File: src/rtl/bcd_reg_pkg.sv
package bcd_reg_pkg;

  typedef enum logic [1:0] {
    CMP_EQ = 2'b00,
    CMP_GT = 2'b01,
    CMP_LT = 2'b10
  } cmp_e;

endpackage

File: src/rtl/bcd_rst_sync.sv
module bcd_rst_sync #(
  parameter int STAGES = 2
) (
  input  logic clk,
  input  logic rst_n,
  output logic rst_sync_n
);

  logic [STAGES-1:0] sync_q;
  logic [STAGES-1:0] sync_d;

  always_comb begin
    sync_d = {sync_q[STAGES-2:0], 1'b1};
  end

  always_ff @(posedge clk or negedge rst_n) begin
    if (!rst_n) sync_q <= '0;
    else        sync_q <= sync_d;
  end

  assign rst_sync_n = sync_q[STAGES-1];

endmodule

File: src/rtl/bcd_cmp_cell.sv
module bcd_cmp_cell
  import bcd_reg_pkg::*;
#(
  parameter int DIGIT_W = 4
) (
  input  logic [DIGIT_W-1:0] a_dig,
  input  logic [DIGIT_W-1:0] b_dig,
  input  cmp_e               cmp_in,
  output cmp_e               cmp_out
);

  always_comb begin
    if (cmp_in != CMP_EQ)   cmp_out = cmp_in;
    else if (a_dig > b_dig) cmp_out = CMP_GT;
    else if (a_dig < b_dig) cmp_out = CMP_LT;
    else                    cmp_out = CMP_EQ;
  end

endmodule

File: src/rtl/bcd_digit_stage.sv
module bcd_digit_stage
  import bcd_reg_pkg::*;
#(
  parameter int DIGIT_W = 4
) (
  input  logic               clk,
  input  logic               rst_n,
  input  logic               clr,
  input  logic               ld_a,
  input  logic               ld_b,
  input  logic [DIGIT_W-1:0] a_in,
  input  logic [DIGIT_W-1:0] b_in,
  input  logic               swap,
  input  cmp_e               cmp_in,
  output logic [DIGIT_W-1:0] a_q,
  output logic [DIGIT_W-1:0] b_q,
  output logic [DIGIT_W-1:0] min_d,
  output logic [DIGIT_W-1:0] sub_d,
  output cmp_e               cmp_out
);

  logic [DIGIT_W-1:0] a_d;
  logic [DIGIT_W-1:0] b_d;
  logic               a_en;
  logic               b_en;

  always_comb begin
    a_en = clr | ld_a;
    b_en = clr | ld_b;
    a_d  = clr ? '0 : a_in;
    b_d  = clr ? '0 : b_in;
  end

  always_ff @(posedge clk or negedge rst_n) begin
    if (!rst_n)    a_q <= '0;
    else if (a_en) a_q <= a_d;
  end

  always_ff @(posedge clk or negedge rst_n) begin
    if (!rst_n)    b_q <= '0;
    else if (b_en) b_q <= b_d;
  end

  always_comb begin
    min_d = swap ? b_q : a_q;
    sub_d = swap ? a_q : b_q;
  end

  bcd_cmp_cell #(.DIGIT_W(DIGIT_W)) u_cmp (
    .a_dig   (a_q),
    .b_dig   (b_q),
    .cmp_in  (cmp_in),
    .cmp_out (cmp_out)
  );

endmodule

File: src/rtl/bcd_operand_regs.sv
module bcd_operand_regs
  import bcd_reg_pkg::*;
#(
  parameter int DIGITS  = 3,
  parameter int DIGIT_W = 4
) (
  input  logic                        clk,
  input  logic                        rst_n,
  input  logic                        clr,
  input  logic                        load,
  input  logic                        sel_b,
  input  logic [DIGIT_W-1:0]          sw_digit,
  input  logic                        swap,
  output logic [DIGITS*DIGIT_W-1:0]   a_digits,
  output logic [DIGITS*DIGIT_W-1:0]   b_digits,
  output logic [DIGITS*DIGIT_W-1:0]   min_digits,
  output logic [DIGITS*DIGIT_W-1:0]   sub_digits,
  output logic                        a_gt_b,
  output logic                        a_lt_b
);

  localparam int TOTAL_W = DIGITS * DIGIT_W;

  logic rst_sync_n;
  logic ld_a;
  logic ld_b;
  cmp_e cmp_chain [DIGITS+1];

  bcd_rst_sync #(.STAGES(2)) u_rst (
    .clk        (clk),
    .rst_n      (rst_n),
    .rst_sync_n (rst_sync_n)
  );

  always_comb begin
    ld_a = load & ~sel_b;
    ld_b = load &  sel_b;
  end

  assign cmp_chain[DIGITS] = CMP_EQ;

  for (genvar g = 0; g < DIGITS; g++) begin : g_stage
    logic [DIGIT_W-1:0] a_src;
    logic [DIGIT_W-1:0] b_src;

    if (g == 0) begin : g_lsd
      assign a_src = sw_digit;
      assign b_src = sw_digit;
    end else begin : g_upper
      assign a_src = a_digits[(g-1)*DIGIT_W +: DIGIT_W];
      assign b_src = b_digits[(g-1)*DIGIT_W +: DIGIT_W];
    end

    bcd_digit_stage #(.DIGIT_W(DIGIT_W)) u_stage (
      .clk     (clk),
      .rst_n   (rst_sync_n),
      .clr     (clr),
      .ld_a    (ld_a),
      .ld_b    (ld_b),
      .a_in    (a_src),
      .b_in    (b_src),
      .swap    (swap),
      .cmp_in  (cmp_chain[g+1]),
      .a_q     (a_digits[g*DIGIT_W +: DIGIT_W]),
      .b_q     (b_digits[g*DIGIT_W +: DIGIT_W]),
      .min_d   (min_digits[g*DIGIT_W +: DIGIT_W]),
      .sub_d   (sub_digits[g*DIGIT_W +: DIGIT_W]),
      .cmp_out (cmp_chain[g])
    );
  end

  always_comb begin
    a_gt_b = (cmp_chain[0] == CMP_GT);
    a_lt_b = (cmp_chain[0] == CMP_LT);
  end

  logic unused_w;
  assign unused_w = ^TOTAL_W;

endmodule

File: config.mk
export PLATFORM = sky130hd
export DESIGN_NAME = bcd_operand_regs
export DESIGN_NICKNAME = d
export VERILOG_FILES = /design/src/rtl/bcd_reg_pkg.sv /design/src/rtl/bcd_rst_sync.sv /design/src/rtl/bcd_cmp_cell.sv /design/src/rtl/bcd_digit_stage.sv /design/src/rtl/bcd_operand_regs.sv
export SDC_FILE = /design/constraint.sdc
export NUM_CORES = 1
export LEC_CHECK = 0
export ABC_AREA = 1
export CORE_UTILIZATION = 49
export DETAILED_ROUTE_END_ITERATION = 10
export PLACE_DENSITY = 0.86
export SETUP_SLACK_MARGIN = 0.5
export SLEW_MARGIN = 20
export SYNTH_ARGS = -nofsm -noshare
export SYNTH_HDL_FRONTEND = slang
export SYNTH_SLANG_ARGS = --single-unit
export TNS_END_PERCENT = 50
File: constraint.sdc
create_clock -name clk -period 3 [get_ports clk]
set_input_delay 0.45 -clock clk [delete_from_list [all_inputs] [get_ports clk]]
set_output_delay 0.45 -clock clk [all_outputs]
set_load 0.02 [all_outputs]
* Word-level counts from Yosys, hierarchy flattened *
Cells that the tools add are included.
W data, S select, Z words.

cells by class
  reductions and logical operators = 2
  bitwise logic cells = 5
  equality and inequality tests = 2
  mux-type cells = 19
  order comparisons = 6

operators with widths
  kind                  count
  $mux W4               11
  $mux W2               8
  $gt A4 B4 Y1          3
  $lt A4 B4 Y1          3
  $reduce_bool A2 Y1    2
  $and A1 B1 Y1         2
  $eq A2 B1 Y1 const B  1
  $eq A2 B2 Y1 const B  1
  $or A1 B1 Y1          2
  $not A1 Y1            1

word-level totals
  flip-flop bits (word level) = 26
  bits of input ports = 10
  word-level logic and storage cells = 41

* Logic depth before layout (Yosys ltp) *
  word-level depth = 8
  depth in mapped cells = 9
  mapped depth without buffers = 9

* Cells and area by module *
A second synthesis with hierarchy kept.

unflattened totals
  cells, all modules = 276
  area, all modules = 1788.0 um^2

modules (own cells, without submodules)
  module            cells an instance  times used  area each (um^2)
  bcd_digit_stage   60                 3           422.9
  bcd_cmp_cell      28                 3           143.9
  bcd_rst_sync      3                  1           53.8
  bcd_operand_regs  9                  1           33.8

* Worst setup path before layout *
OpenSTA, ideal clock, no wires.

  path type = reg-to-output
  start point = register g_stage[1].u_stage.b_q[1]
  end point = output a_gt_b
  slack = 1.012 ns
  stages on the path, launching flop included = 9
  path buffers = 0
  arrival time = 1.538 ns
  cell sequence = dfrtp_1 > inv_1 > ha_1 > inv_1 > o21bai_1 > nand2_1 > nand2_1 > nand2_1 > a21oi_1

between the ends
  cells in the longest elaborated chain, start to end = 7
  elaborated cells between the ends (all ways) = 8
  those cells by class = order compare: 2; eq/ne: 1; mux: 4; reduce/logical: 1

ends and longest elaborated chain
  item                    RTL line                text
  from (decl)             bcd_digit_stage.sv:16   output logic [DIGIT_W-1:0] b_q,
  from (signal assigned)  bcd_digit_stage.sv:40   if (!rst_n) b_q <= '0;
  from (signal assigned)  bcd_digit_stage.sv:41   else if (b_en) b_q <= b_d;
  $lt A4 B4 Y1            bcd_cmp_cell.sv:15      else if (a_dig < b_dig) cmp_out = CMP_LT;
  $mux W2                 bcd_cmp_cell.sv:15
  $mux W2 (*)             bcd_cmp_cell.sv:14      else if (a_dig > b_dig) cmp_out = CMP_GT;
  $mux W2 (*)             bcd_cmp_cell.sv:13      if (cmp_in != CMP_EQ) cmp_out = cmp_in;
  $reduce_bool A2 Y1      bcd_cmp_cell.sv:13
  $mux W2 (*)             bcd_cmp_cell.sv:13
  $eq A2 B1 Y1 (*)        bcd_operand_regs.sv:73  a_gt_b = (cmp_chain[0] == CMP_GT);
  to (decl)               bcd_operand_regs.sv:18  output logic a_gt_b,

Mark *: on every way between the ends. The rest lies on a longest branch, timed or not.

* Final worst setup path *
  start point = input swap
  end point = output sub_digits[9]

between the ends
  cells in the longest elaborated chain, start to end = 1

ends and longest elaborated chain
  item         RTL line                text
  from (decl)  bcd_operand_regs.sv:13  input logic swap,
  $mux W4      bcd_digit_stage.sv:46   sub_d = swap ? a_q : b_q;
  to (decl)    bcd_operand_regs.sv:17  output logic [DIGITS*DIGIT_W-1:0] sub_digits,

Every way passes these cells.

==> results.cfg <==
[cells_and_area]
syn_to_final_growth_pct = 36.8
fin_cells = 320
fin_nets = 297
fill_cells = 286
drive_gt1_share_pct = 15.3
fin_util_pct = 70.9
finalInstanceArea_um2 = 2380
diodes = 0

[cts]
tritoncts = done
cts.path.max_buffers = 2
cts_made_buffers = 3
insertion_delay_ns = 0.34
htreeDepth = 1
clk_pin_slew_ns = 0.15
cts_hold_buf = 0
clkSinkCount = 26
cts_root_buffer = clkbuf_4

[global_route]
grt_pass1_vias = 1449
grt_max_degree = 49
antenna_found_initial = 0
grtUsageTotal_pct = 23.3
grt_pass1_wl_um = 6380
overflow = 0

[sta]
rsz0062_at_grt = yes
finClkSkew_ns = 0.00585
finalSetupViolCount = 0
fin_ws_ns = 0.592
max_slew_margin_pct = 35.8
drv_slew = 0
hold_viol_final = 0
post-route-period-util_pct = 80.3
fmax_mhz = 415
hold_ws_ns = 0.240
worst_pin_slew_ns = 0.963
fin_tns_setup_ns = 0
period_minus_slack_ns = 2.41

[power_and_ir_drop]
irDropWorstVdd_mv = 0.272
power_uw = 754
netSwitchingPower_uw = 244
p_seq_share_pct = 49.8
internal_power_uw = 510
leakage_nw = 1.04
p_clk_share_pct = 25.3
power_frac_comb_pct = 25.0
netSwitchingFraction_pct = 32.3
p_per_area_nw_per_um2 = 316

[placement]
dp_hpwl_um = 2990
placed_area_um2 = 2340
port-buffer-count = 59
placed_cells = 315
gp_congestion = 0.774
place_ws_ns = 0.585

[drt]
drt.antenna.violating_nets = 0
drtPass1Iterations = 4
drt_iter0_drc = 29
wl_per_cell_um = 12.7
drc = 0
wl_um = 4070
viasPerCell = 5.08
num_vias = 1625

[synthesis]
synthTopCellsByArea = dfrtp_1 (37%), nand2_1 (11%), o21ai_2 (9.5%)
synth_edf_count = 0
ys_warn_count = 0
synth_common_cells = nand2_1 (49), inv_1 (37), o21ai_0 (27), dfrtp_1 (26), o21ai_2 (19)
ys_seq_elements = 26
yosysSeqAreaShare_pct = 37.3
ys_types = 19
synth_top_area_cell = dfrtp_1
netlist_area_um2 = 1740
avgSynthCellArea_um2 = 8.00
ys.flop_type = dfrtp_1
synthArstFlopShare_pct = 100
synth_most_common_cell = nand2_1
synth_top_area_share_pct = 37.3
synth_fp_nets = 240
postSynthCellCount = 218

[floorplanning]
fp-row-count = 21
die_h_um = 61.6
coreArea_um2 = 3360
initial_core_util_pct = 51.8
die_area_um2 = 3800
dieWidth_um = 61.6
io_pins = 60

[setup_path]
reg2reg_slack_ns = 2.00
crit_type = in2out
setup.worst_path.start = swap
critPathMaxFanout = 48
critPathLaunchType = primary input
rr_endpoint = g_stage[0].u_stage.a_q[3]$_DFFE_PN0P_
crit_path_end = sub_digits[9]
crit_required_ns = 2.55
timing.rr.start = u_rst.sync_q[1]$_DFF_PN0_
reg2regPathDepth = 0
arrival_ns = 1.96
end_kind = output port

[status]
outcome = completed

[min_path]
min_path_type = in2async

[job]
drv_cap = 0
-- placed cells by master (no fill, tap or decap), drive strengths merged --
| cell type | count |
|---|---|
| o21ai | 46 |
| dlymetal6s2s | 1 |
| buf | 2 |
| dfrtp | 26 |
| a21oi | 3 |
| o22ai | 3 |
| o21bai | 2 |
| clkdlybuf4s50 | 57 |
| nor2 | 7 |
| clkbuf | 5 |
| inv | 40 |
| conb | 1 |
| ha | 12 |
| nand2 | 52 |
| nand3 | 17 |
-- critical path, cell delays in order --
cell             delay, ns
clkdlybuf4s50_1       0.50
buf_12                0.21
nand2_1               0.06
o21ai_0               0.08
clkdlybuf4s50_1       0.64
-- registers in the layout (all words and copies together), names as in the netlist --
name,count
g_stage.u_stage.b_q,12
g_stage.u_stage.a_q,12
u_rst.sync_q,2
-- kinds of logic after synthesis --
logic type,after synthesis,share of synthesized area (%)
buf+inv,49,12.5
fa+ha+maj,12,8.61
compound gates,54,21.2
flops,26,37.3
simple gates,76,20.2
other cells,1,0.215
-- worst min-delay path by stage --
stage                                         start                         to  slack [ns]  cells past startpoint
after floorplan                               rst_n  u_rst.sync_q[0]$_DFF_PN0_        0.15                      0
after global placement    u_rst.sync_q[0]$_DFF_PN0_  u_rst.sync_q[1]$_DFF_PN0_        0.34                      0
after detailed placement  u_rst.sync_q[0]$_DFF_PN0_  u_rst.sync_q[1]$_DFF_PN0_        0.35                      0
after CTS                                     rst_n  u_rst.sync_q[0]$_DFF_PN0_        0.25                      1
after global routing                          rst_n  u_rst.sync_q[1]$_DFF_PN0_        0.25                      1
final                                         rst_n  u_rst.sync_q[0]$_DFF_PN0_        0.24                      1
-- layer usage --
| layer | global-route usage [%] | up-vias | share of wire (%) |
|---|---|---|---|
| met5 | 0 | - | 0 |
| met4 | 8.57 | 0 | 1.4 |
| met3 | 2.10 | 5 | 3.7 |
| met2 | 40.2 | 44 | 51 |
| met1 | 30.3 | 766 | 44 |
| li1 | - | 810 | - |
-- layout make-up --
type                       instances  area (um2)  area share, %
clock buffer                       4        36.3           1.52
inverter                          40         150           6.30
timing repair buffer              61         616           25.8
tap                               46        57.6           2.41
sequential                        26         651           27.3
multi-input combinational        143         875           36.7
-- power groups by stage --
stage,registers [mW],clock network [mW],logic [mW]
after floorplan,0.388,0,0.107
after global placement,0.381,0,0.189
after detailed placement,0.382,0,0.192
after CTS,0.375,0.186,0.190
after global routing,0.378,0.203,0.205
final,0.375,0.190,0.188
-- timing repair --
action | CTS | global route
resized for setup | 1 | 3
pin swaps | 0 | 0
setup buffers | 0 | 1
setup endpoints to repair | 2 | 2
(Power assumes the default switching activity.)
